==> src/rtl/hpc_pkg.sv <==
package hpc_pkg;

  typedef enum logic {
    LINE_SHORT = 1'b0,
    LINE_LONG  = 1'b1
  } line_mode_e;

  // Width needed to hold a count up to len-1
  function automatic int unsigned cnt_width(input int unsigned len);
    return (len <= 2) ? 1 : $clog2(len);
  endfunction

endpackage

==> src/rtl/hpc_line_counter.sv <==
module hpc_line_counter
  import hpc_pkg::*;
#(
  parameter int unsigned LEN_SHORT = 638,
  parameter int unsigned LEN_LONG  = 702,
  parameter int unsigned CW        = cnt_width(LEN_LONG)
) (
  input  logic          clk,
  input  logic          rst_n,
  input  logic          mode_req,
  output logic [CW-1:0] count_o,
  output logic [CW-1:0] mid_o,
  output logic          line_start_o
);

  localparam logic [CW-1:0] LAST_SHORT = CW'(LEN_SHORT - 1);
  localparam logic [CW-1:0] LAST_LONG  = CW'(LEN_LONG - 1);
  localparam logic [CW-1:0] MID_SHORT  = CW'(LEN_SHORT / 2);
  localparam logic [CW-1:0] MID_LONG   = CW'(LEN_LONG / 2);

  line_mode_e    mode_q;
  logic [CW-1:0] cnt_q;
  logic          start_q;
  logic          at_last;

  always_comb begin
    at_last = (mode_q == LINE_LONG) ? (cnt_q == LAST_LONG) : (cnt_q == LAST_SHORT);
    mid_o   = (mode_q == LINE_LONG) ? MID_LONG : MID_SHORT;
  end

  always_ff @(posedge clk or negedge rst_n) begin
    if (!rst_n) begin
      cnt_q   <= '0;
      mode_q  <= LINE_SHORT;
      start_q <= 1'b0;
    end else begin
      start_q <= at_last;
      if (at_last) begin
        cnt_q  <= '0;
        mode_q <= line_mode_e'(mode_req);
      end else begin
        cnt_q  <= cnt_q + 1'b1;
      end
    end
  end

  assign count_o      = cnt_q;
  assign line_start_o = start_q;

endmodule

==> src/rtl/hpc_phase_det.sv <==
module hpc_phase_det #(
  parameter int unsigned CW          = 10,
  parameter int unsigned SYNC_STAGES = 0
) (
  input  logic          clk,
  input  logic          rst_n,
  input  logic          sync_n,
  input  logic          no_sig,
  input  logic [CW-1:0] count_i,
  input  logic [CW-1:0] mid_i,
  output logic          err_o,
  output logic          oe_o
);

  logic tip;

  // Optional resampling of the sync level before the comparator
  generate
    if (SYNC_STAGES == 0) begin : g_direct
      assign tip = ~sync_n;
    end else begin : g_resync
      logic [SYNC_STAGES-1:0] sh_q;
      always_ff @(posedge clk or negedge rst_n) begin
        if (!rst_n) sh_q <= '1;
        else        sh_q <= {sh_q[SYNC_STAGES-2 >= 0 ? SYNC_STAGES-2 : 0 : 0], sync_n} & {SYNC_STAGES{1'b1}};
      end
      assign tip = ~sh_q[SYNC_STAGES-1];
    end
  endgenerate

  logic drive, late;

  always_comb begin
    drive = tip & ~no_sig;
    late  = (count_i >= mid_i);
  end

  always_ff @(posedge clk or negedge rst_n) begin
    if (!rst_n) begin
      oe_o  <= 1'b0;
      err_o <= 1'b0;
    end else begin
      oe_o  <= drive;
      err_o <= drive & late;
    end
  end

endmodule

==> src/rtl/hline_phase_comparator.sv <==
module hline_phase_comparator
  import hpc_pkg::*;
#(
  parameter int unsigned LEN_SHORT   = 638,
  parameter int unsigned LEN_LONG    = 702,
  parameter int unsigned SYNC_STAGES = 0,
  localparam int unsigned CW         = cnt_width(LEN_LONG)
) (
  input  logic          clk,
  input  logic          rst_n,
  input  logic          mode_long,
  input  logic          sync_n,
  input  logic          no_sig,
  output logic          err_out,
  output logic          err_oe,
  output logic [CW-1:0] hcount,
  output logic          href
);

  logic [CW-1:0] mid;

  hpc_line_counter #(
    .LEN_SHORT(LEN_SHORT),
    .LEN_LONG (LEN_LONG),
    .CW       (CW)
  ) u_cnt (
    .clk         (clk),
    .rst_n       (rst_n),
    .mode_req    (mode_long),
    .count_o     (hcount),
    .mid_o       (mid),
    .line_start_o(href)
  );

  hpc_phase_det #(
    .CW         (CW),
    .SYNC_STAGES(SYNC_STAGES)
  ) u_pd (
    .clk    (clk),
    .rst_n  (rst_n),
    .sync_n (sync_n),
    .no_sig (no_sig),
    .count_i(hcount),
    .mid_i  (mid),
    .err_o  (err_out),
    .oe_o   (err_oe)
  );

endmodule

==> config.mk <==
export PLATFORM = sky130hd
export DESIGN_NAME = hline_phase_comparator
export DESIGN_NICKNAME = d
export VERILOG_FILES = /design/src/rtl/hpc_pkg.sv /design/src/rtl/hpc_line_counter.sv /design/src/rtl/hpc_phase_det.sv /design/src/rtl/hline_phase_comparator.sv
export SDC_FILE = /design/constraint.sdc
export NUM_CORES = 1
export LEC_CHECK = 0
export BUFFER_PORTS_ARGS = -buffer_cell sky130_fd_sc_hd__buf_2
export CAP_MARGIN = 20
export CORE_MARGIN = 2
export CORE_UTILIZATION = 45
export CTS_BUF_LIST = sky130_fd_sc_hd__clkbuf_4 sky130_fd_sc_hd__clkbuf_8
export DETAILED_ROUTE_END_ITERATION = 10
export HOLD_SLACK_MARGIN = 0.06
export MAX_ROUTING_LAYER = met4
export PLACE_DENSITY = 0.69
export SYNTH_ARGS = -nofsm -noshare
export SYNTH_HDL_FRONTEND = slang
export SYNTH_SLANG_ARGS = --single-unit
export TNS_END_PERCENT = 50
==> constraint.sdc <==
create_clock -name clk -period 4.8 [get_ports clk]
set_clock_uncertainty 0.05 [all_clocks]
set_input_delay 0 -clock clk [delete_from_list [all_inputs] [get_ports clk]]
set_output_delay 0 -clock clk [all_outputs]
set_load 0.1 [all_outputs]
==> flow_metrics.tcl, run 1 <==
set metrics [dict create \
    fin_crit_sh_pct 42.40 \
    htree_levels 1 \
    async_reset_ff_share_pct 100.0 \
    fin_hold_ws_ps 77.66 \
    synth.most_common_cell "dfrtp_1" \
    start_kind "register" \
    core_mm2 0.001524 \
    wl_per_cell_um 14.28 \
    clk_latency_ps 280 \
    grt_max_degree 15 \
    power_w 0.0002130 \
    synthCells 66 \
    vias 589 \
    dp_hpwl_mm 1.085 \
    path_clk_slew_ps 80 \
    hp-class "input pin to asynchronous set/reset pin" \
    ioPinCount 18 \
    grt_pass1_wl_mm 2.691 \
    postCtsSetupBuffers 0 \
    finalHoldViolations 0 \
    synthTopCellsByCount "dfrtp_1 (14), nand3_1 (8), nor2_1 (7)" \
    ys_ff_latch 14 \
    track_usage_pct 19.83 \
    avgViaCountPerCell 5.557 \
    fmax_mhz 491.3 \
    drive_above_1_share_pct 31.11 \
    netlist_area_um2 743.2 \
    dr.pass1.iters 3 \
    fillers 132 \
    cts_inserted_buffers 3 \
    period_minus_slack_ps 2035 \
    ant_nets 0 \
    grt.busiest_layer "met2" \
    ir_worst_vdd_mv 0.1434 \
    fin_tns_setup_ps 0 \
    maxCapViolCount 0 \
    ys_types 24 \
    yosysTopAreaCellShare_pct 47.14 \
    die_h_um 44.64 \
    yosysTopAreaCell "dfrtp_1" \
    cts_tree "done" \
    critPathRequiredTime_ps 4920 \
    antenna_found_initial 0 \
    endpoint_kind "register" \
    status "finished, final reports clean" \
    post_dp_cell_area_um2 843.3 \
    grtUsageMet1_pct 23.85 \
    ys.flop_type "dfrtp_1" \
    grt_pass1_vias 592 \
    die_area_mm2 0.001993 \
    die-width_um 44.64 \
    setup_ws_ps 2765 \
    arrival_ps 2160 \
    avgSynthCellArea_um2 11.26 \
    cts-resized-gates 0 \
    cp_max_fo 7 \
    antenna_cells 0 \
    grtUsageMet2_pct 31.01 \
    rsz0062_at_grt "no" \
    cts.sinks 14 \
    yosysWarnings 0 \
    ys_top_cells_by_area "dfrtp_1 (47%), ha_1 (6.7%), nand3_1 (5.4%)" \
    io_buffers 17 \
    synthToLayoutAreaGrowth_pct 23.74 \
    hold_buffers 4 \
    first_iter_violations 7 \
    crit_type "register to register" \
    postLayoutCellArea_um2 919.6 \
    worst_pin_slew_ps 491.6 \
    grt-ovfl-total 0 \
    use_met3_pct 2.449 \
    synth-edff-count 0 \
    globalplace.congestion 0.7688 \
    powerDensity_mw_per_mm2 231.6 \
    p_leak_nw 0.4402 \
    setup_violations 0 \
    clock_path_buffers 2 \
    max-slew-margin-rel_pct 67.45 \
    fp-row-count 14 \
    ys_seq_area_share_pct 47.14 \
    syn_nets 75 \
    place_ws_ps 2775 \
    start_util_pct 48.77 \
    nets 100 \
    drv_slew 0 \
    wirelength_mm 1.514 \
    cts-root-buf "clkbuf_4" \
    drc 0 \
]
## power by group
group / internal (W) / switching [W] / total, W / leakage [nW]
logic: 0.00000367 / 0.00000645 / 0.0000101 / 0.239
registers: 0.000118 / 0.0000000851 / 0.000118 / 0.180
clock network: 0.0000462 / 0.0000384 / 0.0000846 / 0.0210
total: 0.000168 / 0.0000449 / 0.000213 / 0.440
## worst paths after layout
kind,from,cells after the start,slack [ps],to
max in group asynchronous,rst_n,2,4390,u_cnt.count_o[0]
worst min-delay path,rst_n,2,80,u_pd.oe_o
min in group clk,sync_n,3,380,u_pd.oe_o
worst max-delay path,u_cnt.mode_q,5,2760,u_cnt.mode_q
worst max register to register,u_cnt.mode_q,5,2760,u_cnt.mode_q
worst min register to register,u_cnt.count_o[0],1,550,u_cnt.count_o[0]
## registers in the layout, indices dropped and copies added, names as in the netlist
register	flops
u_pd.err_o	1
u_cnt.line_start_o	1
u_cnt.mode_q	1
u_pd.oe_o	1
u_cnt.count_o	10
## kinds of logic (layout without fill, tap and decap cells)
group	after synthesis	in the layout	share of synthesized area, %
AND/OR/NAND/NOR	24	24	20.20
AO/OA/AOI/OAI	14	14	15.83
flip-flops	14	14	47.14
XOR/XNOR	5	5	5.893
adder cells (fa/ha/maj)	4	4	6.734
buffers and inverters	4	28	2.188
multiplexers	1	1	2.020
## layout by cell type (no fill, tap or decap), types with 3 or more instances in the layout
cell	Yosys	routed
clkbuf_4	0	3
nor2_1	7	7
xor2_1	3	3
o21ai_0	3	3
nand3_1	8	8
buf_2	1	17
inv_1	3	3
ha_1	4	4
nand2_1	4	4
dlygate4sd3_1	0	4
dfrtp_1	14	14
## metal layers
layer / up-vias / wire length [um]
met5: - / 0
met4: 0 / 37
met3: 4 / 59
met2: 14 / 717
met1: 274 / 699
li1: 297 / -
## stage by stage
step	std cells	util, %
after floorplan	66	-
after global placement	98	55.34
after detailed placement	98	55.34
after CTS	106	60.34
after global routing	106	60.34
final	106	60.34
## critical path, cell delays in order, from the launching register on
cell,delay [ps]
dfrtp_1,440
inv_1,70
ha_1,310
nand4bb_1,340
nor3_4,380
mux2_4,330
## layout make-up
class,count,area (um2),area share (%)
Multi-Input combinational cell,48,376.6,40.95
Sequential cell,14,350.3,38.10
Timing Repair Buffer,21,125.1,13.61
Clock buffer,4,36.28,3.946
Tap cell,16,20.02,2.177
Inverter,3,11.26,1.224
No activity file was read; power rests on OpenSTA's default activity.
==> run 2, diff against run 1 <==
==> constraint.sdc (replaced) <==
create_clock -name clk -period 2.06 [get_ports clk]
set_clock_uncertainty 0.05 [all_clocks]
set_input_delay 0 -clock clk [delete_from_list [all_inputs] [get_ports clk]]
set_output_delay 0 -clock clk [all_outputs]
set_load 0.1 [all_outputs]
==> run 2 against run 1 <==
  * Global-route usage down 0.79 points
  * Clock power up 140%
  * Fmax up 4.6%
  * Highest routed layer unchanged
==> flow_metrics.tcl, run 2 (synthesized netlist as in run 1, its figures left out) <==
set metrics [dict create \
    clock_power_share_pct 40.4 \
    globalplace.congestion 0.8843 \
    ir_worst_vdd_mv 0.3471 \
    worst_pin_slew_ps 488.4 \
    cts.sinks 14 \
    grt_pass1_wl_mm 2.587 \
    nets 101 \
    maxCapViolCount 0 \
    arrival_ps 2080 \
    combPwrFrac_pct 4.7 \
    fillers 125 \
    vias 624 \
    dr.pass1.iters 4 \
    final_cell_mix "buf_2 (17), dfrtp_1 (9), nand3_1 (8), nor2_1 (7)" \
    die_h_um 44.64 \
    seqCellArea_um2 359.1 \
    grt_pass1_vias 577 \
    htree_levels 1 \
    cts-resized-gates 0 \
    start_util_pct 48.77 \
    p_int_w 0.0003915 \
    antenna_cells 0 \
    avgViaCountPerCell 5.832 \
    multi_input_area_um2 376.6 \
    p_leak_nw 0.4397 \
    drc 0 \
    grt.busiest_layer "met2" \
    max-slew-margin-rel_pct 67.66 \
    critPathMaxStageDelay_ps 520 \
    die_area_mm2 0.001993 \
    antenna_found_initial 0 \
    finalHoldViolations 0 \
    endpoint_kind "register" \
    synthToLayoutAreaGrowth_pct 25.93 \
    grt_max_degree 15 \
    fmax_mhz 513.8 \
    fin_crit_sh_pct 94.47 \
    cts-root-buf "clkbuf_4" \
    cp_max_fo 7 \
    use_met3_pct 4.898 \
    power.share.sequential_pct 54.8 \
    setup_violations 0 \
    rsz0062_at_grt "no" \
    clk_latency_ps 280 \
    clock_path_buffers 2 \
    grtUsageMet2_pct 26.67 \
    largest_reg_flops 10 \
    core_mm2 0.001524 \
    wl_per_cell_um 14.46 \
    powerDensity_mw_per_mm2 537.1 \
    cp_slowest_cell "dfrtp_4" \
    p_sw_share_pct 22.13 \
    dp_hpwl_mm 1.068 \
    critPathRequiredTime_ps 2190 \
    cts_inserted_buffers 3 \
    final_common_cell "buf_2" \
    postLayoutCellArea_um2 935.9 \
    drv_slew 0 \
    drive_above_1_share_pct 37.36 \
    power.switching_w 0.0001113 \
    track_usage_pct 19.04 \
    r2r_start "u_cnt.count_o[6]" \
    fin_tns_setup_ps 0 \
    grt-ovfl-total 0 \
    cts_tree "done" \
    start_kind "register" \
    wirelength_mm 1.547 \
    crit_chain "ha_1 -> nand4bb_1 -> nor3_4 -> mux2_4" \
    fp-row-count 14 \
    period_minus_slack_ps 1946 \
    crit_type "register to register" \
    status "finished, final reports clean" \
    path_clk_slew_ps 100 \
    grtUsageMet1_pct 24.87 \
    hp-class "input pin to asynchronous set/reset pin" \
    die-width_um 44.64 \
    cp-startpoint "u_cnt.count_o[6]" \
    post_dp_cell_area_um2 859.6 \
    ant_nets 0 \
    ioPinCount 18 \
    io_buffers 17 \
    first_iter_violations 20 \
]
run 2: what timing repair did:
action	CTS	global route
hold buffers	4	0
setup endpoints to repair	0	0
setup buffers	0	0
endpoints found under the hold margin	17	0
run 2: per-layer routing:
| metal | share of wire [%] | routed length, um |
|---|---|---|
| met1 | 45 | 703 |
| met2 | 47 | 729 |
| met3 | 5.6 | 87 |
| met4 | 1.7 | 26 |
| met5 | 0 | 0 |
run 2: through the flow:
stage	instances	worst slack [ps]	hold WS [ps]	power (W)	util, %
global route	107	18.34	106.6	0.0005225	61.41
floorplan	66	-49.51	-345.6	0.0002895	-
detailed placement	99	154.4	-136.4	0.0002999	56.40
global placement	99	177.5	-139.5	0.0002995	56.40
CTS	107	129.4	92.11	0.0005061	61.41
finish	107	113.9	76.75	0.0005027	61.41
run 2: path summary, 6_finish.rpt:
check | to | slack [ps] | cells past startpoint
worst min-delay path | u_pd.err_o | 80 | 2
worst max register to register | u_cnt.mode_q | 110 | 4
min in group clk | u_pd.oe_o | 390 | 3
worst max-delay path | u_cnt.mode_q | 110 | 4
worst min register to register | u_cnt.count_o[0] | 460 | 1
max in group asynchronous | u_cnt.count_o[0] | 1610 | 2
run 2: area by class of cell:
cell class	count	area share [%]
Clock buffer	4	3.877
Inverter	3	1.203
Multi-Input combinational cell	48	40.24
Sequential cell	14	38.37
Tap cell	16	2.139
Timing Repair Buffer	22	14.17
run 2: critical path: cells and delay by family (launching register included):
family / cells / cell delay, ps
simple gates: 2 / 600
fa+ha+maj: 1 / 350
mux: 1 / 310
flops: 1 / 520
run 2: power groups by stage:
stage                     clock (W)  combinational [W]  sequential [W]
after floorplan                   0        0.000000644        0.000289
after global placement            0          0.0000183        0.000281
after detailed placement          0          0.0000186        0.000281
after CTS                  0.000206          0.0000244        0.000276
after global routing       0.000221          0.0000260        0.000276
final                      0.000203          0.0000238        0.000276
==> run 3, diff against run 2 <==
--- a/config.mk
+++ b/config.mk
@@ -14,6 +14,7 @@
 export HOLD_SLACK_MARGIN = 0.06
 export MAX_ROUTING_LAYER = met4
 export PLACE_DENSITY = 0.69
+export REMOVE_ABC_BUFFERS = 1
 export SYNTH_ARGS = -nofsm -noshare
 export SYNTH_HDL_FRONTEND = slang
 export SYNTH_SLANG_ARGS = --single-unit
==> run 3 against run 2 <==
  * Setup slack better by 4.4 ps
  * Clock-buffer cell count stayed put
  * Clock power down 2%
  * Critical path type unchanged
  * Largest cell class unchanged
  * Largest power group unchanged
  * Highest routed layer unchanged
==> flow_metrics.tcl, run 3 (synthesized netlist as in run 1, its figures left out) <==
set metrics [dict create \
    final_cell_mix "buf_2 (17), dfrtp_1 (14), nand3_1 (8), nor2_1 (7)" \
    avgViaCountPerCell 5.598 \
    grt-ovfl-total 0 \
    grt_pass1_wl_mm 2.587 \
    maxCapViolCount 0 \
    grt_max_degree 15 \
    wl_met1_um 750 \
    drv_slew 0 \
    cts-root-buf "clkbuf_4" \
    die-width_um 44.64 \
    setup_ws_ps 118.3 \
    drc 0 \
    synthToLayoutAreaGrowth_pct 24.75 \
    wl_met3_um 55 \
    wl_per_cell_um 13.95 \
    cp_slowest_cell "dfrtp_1" \
    critPathRequiredTime_ps 2180 \
    dr.pass1.iters 5 \
    r2r_slack_ps 120 \
    place_ws_ps 131.9 \
    fp-row-count 14 \
    wirelength_mm 1.493 \
    cp_top_family "simple AND/OR/NAND/NOR gates" \
    cts_tree "done" \
    cp_max_fo 5 \
    ioPinCount 18 \
    clk_latency_ps 280 \
    r2r_cells 5 \
    final_common_cell "buf_2" \
    setup_violations 0 \
    core_mm2 0.001524 \
    r2r_start "u_cnt.mode_q" \
    crit_chain "inv_1 -> ha_1 -> nand4bb_1 -> nor3_4 -> mux2_4" \
    grt_pass1_vias 588 \
    fin_hold_ws_ps 91.29 \
    clock_path_buffers 2 \
    path_clk_slew_ps 80 \
    crit_cells 5 \
    arrival_ps 2060 \
    wl_met2_um 653 \
    fin_tns_setup_ps 0 \
    cts.sinks 14 \
    htree_levels 1 \
    die_h_um 44.64 \
    p_leak_nw 0.4457 \
    track_usage_pct 18.67 \
    globalplace.congestion 0.8186 \
    top_layer_used "met4" \
    die_area_mm2 0.001993 \
    antenna_cells 0 \
    rsz0062_at_grt "no" \
    hp-class "input pin to asynchronous set/reset pin" \
    nets 101 \
    io_buffers 17 \
    fmax_mhz 515.0 \
    crit_type "register to register" \
    crit_buf_inv 1 \
    endpoint_kind "register" \
    antenna_found_initial 0 \
    r2r-end "u_cnt.mode_q" \
    finalHoldViolations 0 \
    ir_worst_vdd_mv 0.3074 \
    start_util_pct 48.77 \
    start_kind "register" \
    worst_pin_slew_ps 492.1 \
    period_minus_slack_ps 1942 \
    largest_reg_flops 10 \
    critPathMaxStageDelay_ps 450 \
    vias 599 \
    powerDensity_mw_per_mm2 536.2 \
    status "finished, final reports clean" \
    first_iter_violations 9 \
    dp_hpwl_mm 1.099 \
    cts_inserted_buffers 3 \
    drive_above_1_share_pct 31.87 \
    fin_crit_sh_pct 94.26 \
    max-slew-margin-rel_pct 67.42 \
    ant_nets 0 \
]
run 3: where the power goes:
group / internal (W) / switching [W]
sequential: 0.000276 / 0.000000188
clock: 0.000107 / 0.0000902
combinational: 0.00000853 / 0.0000153
total: 0.000392 / 0.000106
run 3: cell type report:
type                    instances  area [um2]
flip-flops and latches         14       350.3
multi-input cells              48       376.6
well taps                      16       20.02
repair buffers                 22       132.6
inverters                       3       11.26
fillers                       128       596.8
clock buffers                   4       36.28
run 3: routing by layer:
layer  vias to the layer above  global-route usage, %
met3                         4                  3.673
met1                       286                  24.61
met4                         0                  9.091
met2                        13                  27.25
li1                        296                      -
met5                         -                      -
run 3: how the worst max path moves through the flow:
| stage | start | endpoint |
|---|---|---|
| 2_1_floorplan | u_cnt.count_o[6] | u_cnt.mode_q |
| 3_3_place_gp | u_cnt.mode_q | u_cnt.mode_q |
| 3_5_place_dp | u_cnt.mode_q | u_cnt.mode_q |
| 4_1_cts | u_cnt.mode_q | u_cnt.mode_q |
| 5_1_grt | u_cnt.mode_q | u_cnt.mode_q |
| 6_report | u_cnt.mode_q | u_cnt.mode_q |
run 3: metrics by stage:
step / total power [W] / instances / utilization, % / area [um2]
3_3_place_gp: 0.0002995 / 99 / 55.83 / 850.8
3_5_place_dp: 0.0002999 / 99 / 55.83 / 850.8
6_report: 0.0004972 / 107 / 60.84 / 927.1
4_1_cts: 0.0005032 / 107 / 60.84 / 927.1
2_1_floorplan: 0.0002895 / 65 / - / 738.2
5_1_grt: 0.0005187 / 107 / 60.84 / 927.1
run 3: timing repair:
item / 4_1_cts / 5_1_grt
hold endpoints to repair: 17 / 0
hold buffers: 4 / 0
buffers inserted: 0 / 0
endpoints found under the setup margin: 0 / 0
resized for setup: 0 / 0
